[src/rtl/trap_sel_pkg.sv]
package trap_sel_pkg;
  typedef enum logic [1:0] {
    PRIV_U   = 2'b00,
    PRIV_S   = 2'b01,
    PRIV_RSV = 2'b10,
    PRIV_M   = 2'b11
  } priv_e;
endpackage

[src/rtl/deleg_bit_pick.sv]
module deleg_bit_pick #(
  parameter int CAUSE_W = 6,
  parameter int DELEG_W = 64
) (
  input  logic [DELEG_W-1:0] vec_i,
  input  logic [CAUSE_W-1:0] idx_i,
  output logic               bit_o
);
  localparam int SPAN = 1 << CAUSE_W;

  // Widen to the full index space; positions past DELEG_W read as 0.
  logic [SPAN-1:0] ext;
  for (genvar i = 0; i < SPAN; i++) begin : g_ext
    if (i < DELEG_W) begin : g_in
      assign ext[i] = vec_i[i];
    end else begin : g_out
      assign ext[i] = 1'b0;
    end
  end

  assign bit_o = ext[idx_i];
endmodule

[src/rtl/trap_target_core.sv]
module trap_target_core
  import trap_sel_pkg::*;
#(
  parameter int CAUSE_W = 6,
  parameter int DELEG_W = 64
) (
  input  logic               is_intr_i,
  input  logic               is_nmi_i,
  input  priv_e              cur_priv_i,
  input  logic [CAUSE_W-1:0] cause_i,
  input  logic [DELEG_W-1:0] mideleg_i,
  input  logic [DELEG_W-1:0] sideleg_i,
  input  logic [DELEG_W-1:0] medeleg_i,
  input  logic [DELEG_W-1:0] sedeleg_i,
  input  logic               has_s_i,
  input  logic               has_u_i,
  input  logic               has_n_i,
  output priv_e              tgt_o
);
  logic [DELEG_W-1:0] m_vec, s_vec;
  logic m_bit, s_bit, n_ok, lvl1, lvl2;

  assign m_vec = is_intr_i ? mideleg_i : medeleg_i;
  assign s_vec = is_intr_i ? sideleg_i : sedeleg_i;

  deleg_bit_pick #(.CAUSE_W(CAUSE_W), .DELEG_W(DELEG_W)) u_m_pick (
    .vec_i(m_vec), .idx_i(cause_i), .bit_o(m_bit)
  );
  deleg_bit_pick #(.CAUSE_W(CAUSE_W), .DELEG_W(DELEG_W)) u_s_pick (
    .vec_i(s_vec), .idx_i(cause_i), .bit_o(s_bit)
  );

  // User-level traps need user mode underneath them.
  assign n_ok = has_n_i & has_u_i;
  assign lvl1 = (cur_priv_i != PRIV_M) & m_bit;
  assign lvl2 = (cur_priv_i == PRIV_U) & has_s_i & n_ok & s_bit;

  always_comb begin
    tgt_o = PRIV_M;
    if (!is_nmi_i) begin
      if (lvl1) begin
        if (has_s_i)   tgt_o = PRIV_S;
        else if (n_ok) tgt_o = PRIV_U;
      end
      if (lvl2) tgt_o = PRIV_U;
    end
  end
endmodule

[src/rtl/trap_target_sel.sv]
module trap_target_sel
  import trap_sel_pkg::*;
#(
  parameter int CAUSE_W = 6,
  parameter int DELEG_W = 64
) (
  input  logic               clk_i,
  input  logic               rst_ni,
  input  logic               req_i,
  input  logic               is_intr_i,
  input  logic               is_nmi_i,
  input  logic [1:0]         cur_priv_i,
  input  logic [CAUSE_W-1:0] cause_i,
  input  logic [DELEG_W-1:0] mideleg_i,
  input  logic [DELEG_W-1:0] sideleg_i,
  input  logic [DELEG_W-1:0] medeleg_i,
  input  logic [DELEG_W-1:0] sedeleg_i,
  input  logic               has_s_i,
  input  logic               has_u_i,
  input  logic               has_n_i,
  output logic [1:0]         tgt_priv_o,
  output logic               tgt_valid_o
);
  priv_e tgt_d, tgt_q;

  trap_target_core #(.CAUSE_W(CAUSE_W), .DELEG_W(DELEG_W)) u_core (
    .is_intr_i (is_intr_i),
    .is_nmi_i  (is_nmi_i),
    .cur_priv_i(priv_e'(cur_priv_i)),
    .cause_i   (cause_i),
    .mideleg_i (mideleg_i),
    .sideleg_i (sideleg_i),
    .medeleg_i (medeleg_i),
    .sedeleg_i (sedeleg_i),
    .has_s_i   (has_s_i),
    .has_u_i   (has_u_i),
    .has_n_i   (has_n_i),
    .tgt_o     (tgt_d)
  );

  always_ff @(posedge clk_i or negedge rst_ni) begin
    if (!rst_ni) begin
      tgt_q       <= PRIV_M;
      tgt_valid_o <= 1'b0;
    end else begin
      tgt_valid_o <= req_i;
      if (req_i) tgt_q <= tgt_d;
    end
  end

  assign tgt_priv_o = tgt_q;
endmodule

[config.mk]
export PLATFORM = sky130hd
export DESIGN_NAME = trap_target_sel
export DESIGN_NICKNAME = d
export VERILOG_FILES = /design/src/rtl/trap_sel_pkg.sv /design/src/rtl/deleg_bit_pick.sv /design/src/rtl/trap_target_core.sv /design/src/rtl/trap_target_sel.sv
export SDC_FILE = /design/constraint.sdc
export NUM_CORES = 1
export LEC_CHECK = 0
export ABC_AREA = 1
export BUFFER_PORTS_ARGS = -buffer_cell sky130_fd_sc_hd__buf_2
export CAP_MARGIN = 20
export CORE_AREA = 2 2 107 109
export CTS_BUF_LIST = sky130_fd_sc_hd__clkbuf_4 sky130_fd_sc_hd__clkbuf_8 sky130_fd_sc_hd__clkbuf_16
export DETAILED_ROUTE_END_ITERATION = 12
export DIE_AREA = 0 0 109 111
export GPL_ROUTABILITY_DRIVEN = 0
export SLEW_MARGIN = 15
export SYNTH_ARGS = -nofsm -noshare
export SYNTH_HDL_FRONTEND = slang
export SYNTH_SLANG_ARGS = --single-unit
[constraint.sdc]
create_clock -name clk_i -period 1.21 [get_ports clk_i]
set_input_delay 0.121 -clock clk_i [delete_from_list [all_inputs] [get_ports clk_i]]
set_output_delay 0.121 -clock clk_i [all_outputs]
set_load 0.01 [all_outputs]
==> out/qor.csv <==
metric,value,unit
critPathLaunchType,input pin,
drc,0,
grt_pass1_wl,23700,µm
grt-ovfl-total,0,
hold_violations,0,
critPathMaxFanout,6,
vdd_ir_drop_max,349,µV
postRouteAntennaNets,0,
first_global_vias,4896,
cts_tree,built,
p_per_area,481,nW/µm²
port_buffers,274,
min_period_over_period,109,%
ys_seq_elements,3,
cts-root-buf,clkbuf_16,
holdWs,47.6,ps
switching_power,0.00101,W
die_area,12100,µm²
synth.yosys.seq_area_share,2.93,%
maxCapViolations,0,
path_clk_slew,30,ps
syn2layout_area_growth,95.0,%
synth_cell_type_count,17,
setup_viol,2,
wl,16600,µm
pin_count,275,
p_leak,2.87,nW
ys_top_cells_by_count,"279 x nand2_1, 240 x nand3_1, 24 x buf_2",
antenna_found_initial,0,
skew,0,ps
critPathKind,input pin to flip-flop,
grt_max_degree,36,
yosysTopAreaCell,nand3_1,
utilization,46.7,%
h-tree-depth,1,
violations,setup timing,
critPathLaunch,is_intr_i,
synthesis.area,2650,µm²
antenna_cells,0,
crit_required,1370,ps
tns,-214,ps
synth-edff-count,0,
p_int,0.00148,W
regToRegStartpoint,tgt_priv_o[1]$_DFFE_PN1P_,
cts_buffers,3,
clkPwrFrac,22.6,%
hold_path_class,input pin to flip-flop,
synthArstFlopShare,100,%
relSlewSlack,75.2,%
cp.arrival,1480,ps
swShare,40.5,%
r2r_cells,2,
status,finished with violations,
wl_per_cell,16.3,µm
synth_area_leaders,"nand3_1 45%, nand2_1 39%, buf_2 4.5%",
num-nets-final,1148,
p_comb_share,72.9,%
core_area,11100,µm²
dr_total_vias,5163,
seq_power_share,4.5,%
die_y,111,µm
fin_crit,1320,ps
via_per_inst,5.07,
die_w,109,µm
drtIter0Drc,395,
yosys_warnings,0,
rows,39,
synth.most_common_cell,nand2_1,
grt_usage,24.8,%
synth-main-ff-cell,dfstp_2,
min_from,req_i,
hpwl,11700,µm
drv_slew,0,
total_power,0.00249,W
setup_ws,-110,ps
insertion_delay,230,ps
synth_top_cell_area_share,45.3,%
synth_cells,596,
tightest_slew,370,ps
cts_buffer_depth,2,
start_util,23.9,%
first_pass_iters,5,
drive_above_1_share,42.1,%
avgSynthCellArea,4.45,µm²
hold_depth,1,
rsz0062_at_grt,yes,
end_kind,flip-flop,
synth_fp_nets,868,
fmax,758,MHz
clkSinkCount,3,
-- power by group through the flow --
stage | Sequential [W] | Clock (W) | Combinational (W)
6_report | 0.000113 | 0.000562 | 0.00181
5_1_grt | 0.000114 | 0.000568 | 0.00199
4_1_cts | 0.000113 | 0.000550 | 0.00172
3_5_place_dp | 0.000114 | 0 | 0.00150
3_3_place_gp | 0.000114 | 0 | 0.00150
2_1_floorplan | 0.000116 | 0 | 0.000786
-- layout make-up --
cell class,instances,area (µm²)
inverter,10,61.3
timing repair inverter,1,20.0
multi-input combinational,532,2480
sequential,3,77.6
fill,1240,5910
timing repair buffer,325,2260
clock buffer,4,82.6
tap,143,179
-- repair_timing --
item	in CTS	in global routing
endpoints found under the setup margin	2	2
buffers inserted	7	0
hold endpoints to repair	3	0
gates cloned	9	5
pin swaps	13	9
resized for setup	46	20
hold buffers	1	0
-- critical path: stages --
cell,delay (ps)
buf_16,160
inv_16,60
buf_4,150
nand2_1,50
nand3_1,120
nand3_1,120
nand3_1,100
nand3_1,90
nand2_1,60
nand2_1,90
nand3_2,90
nand3_2,80
nand2_1,70
a21oi_2,110
-- logic make-up after synthesis --
kind of cell / after synthesis / share of synthesized area [%]
buffers and inverters: 61 / 9.77
AOI/OAI and AO/OA: 6 / 1.23
DFF: 3 / 2.93
and+or+nand+nor: 526 / 86.1
-- routing by layer --
metal / vias to the layer above / routed length (µm) / global-route usage, % / share of wire, %
met5: - / 0 / 0 / 0
met4: 0 / 308 / 5.38 / 1.9
met3: 26 / 1350 / 2.82 / 8.1
met2: 272 / 8270 / 46.2 / 50
met1: 2316 / 6710 / 29.7 / 40
li1: 2549 / - / - / -
-- state kept, by name, indices dropped and copies added (netlist names) --
signal       cells
tgt_priv_o       2
tgt_valid_o      1
-- worst paths after layout --
kind	endpoint	slack, ps
max	tgt_priv_o[0]$_DFFE_PN1P_	-110
min	tgt_valid_o$_DFF_PN0_	50
max reg2reg	tgt_priv_o[1]$_DFFE_PN1P_	450
min reg2reg	tgt_priv_o[0]$_DFFE_PN1P_	570
max in group asynchronous	tgt_priv_o[0]$_DFFE_PN1P_	790
min in group asynchronous	tgt_valid_o$_DFF_PN0_	220
-- layout by cell type, fill, tap and decap left out, types with 2 or more instances in the layout --
| master | instances |
|---|---|
| dfstp_2 | 2 |
| clkbuf_16 | 8 |
| nand4_1 | 2 |
| nand2_1 | 277 |
| nand3_2 | 29 |
| nand3_1 | 210 |
| inv_16 | 2 |
| inv_1 | 6 |
| buf_4 | 18 |
| buf_12 | 14 |
| nand2_2 | 2 |
| nor2_1 | 4 |
| buf_6 | 4 |
| buf_2 | 272 |
| a21oi_2 | 2 |
| buf_16 | 10 |
| o21ai_1 | 2 |
-- per-stage QoR --
step / setup WS [ps] / instance area (µm²) / cells
finish: -110 / 5170 / 1018
global route: -222 / 5170 / 1018
CTS: -118 / 4950 / 1013
detailed placement: -486 / 4370 / 992
global placement: -498 / 4370 / 992
floorplan: 0.0896 / 2790 / 596
No activity file was read; power rests on OpenSTA's default activity.
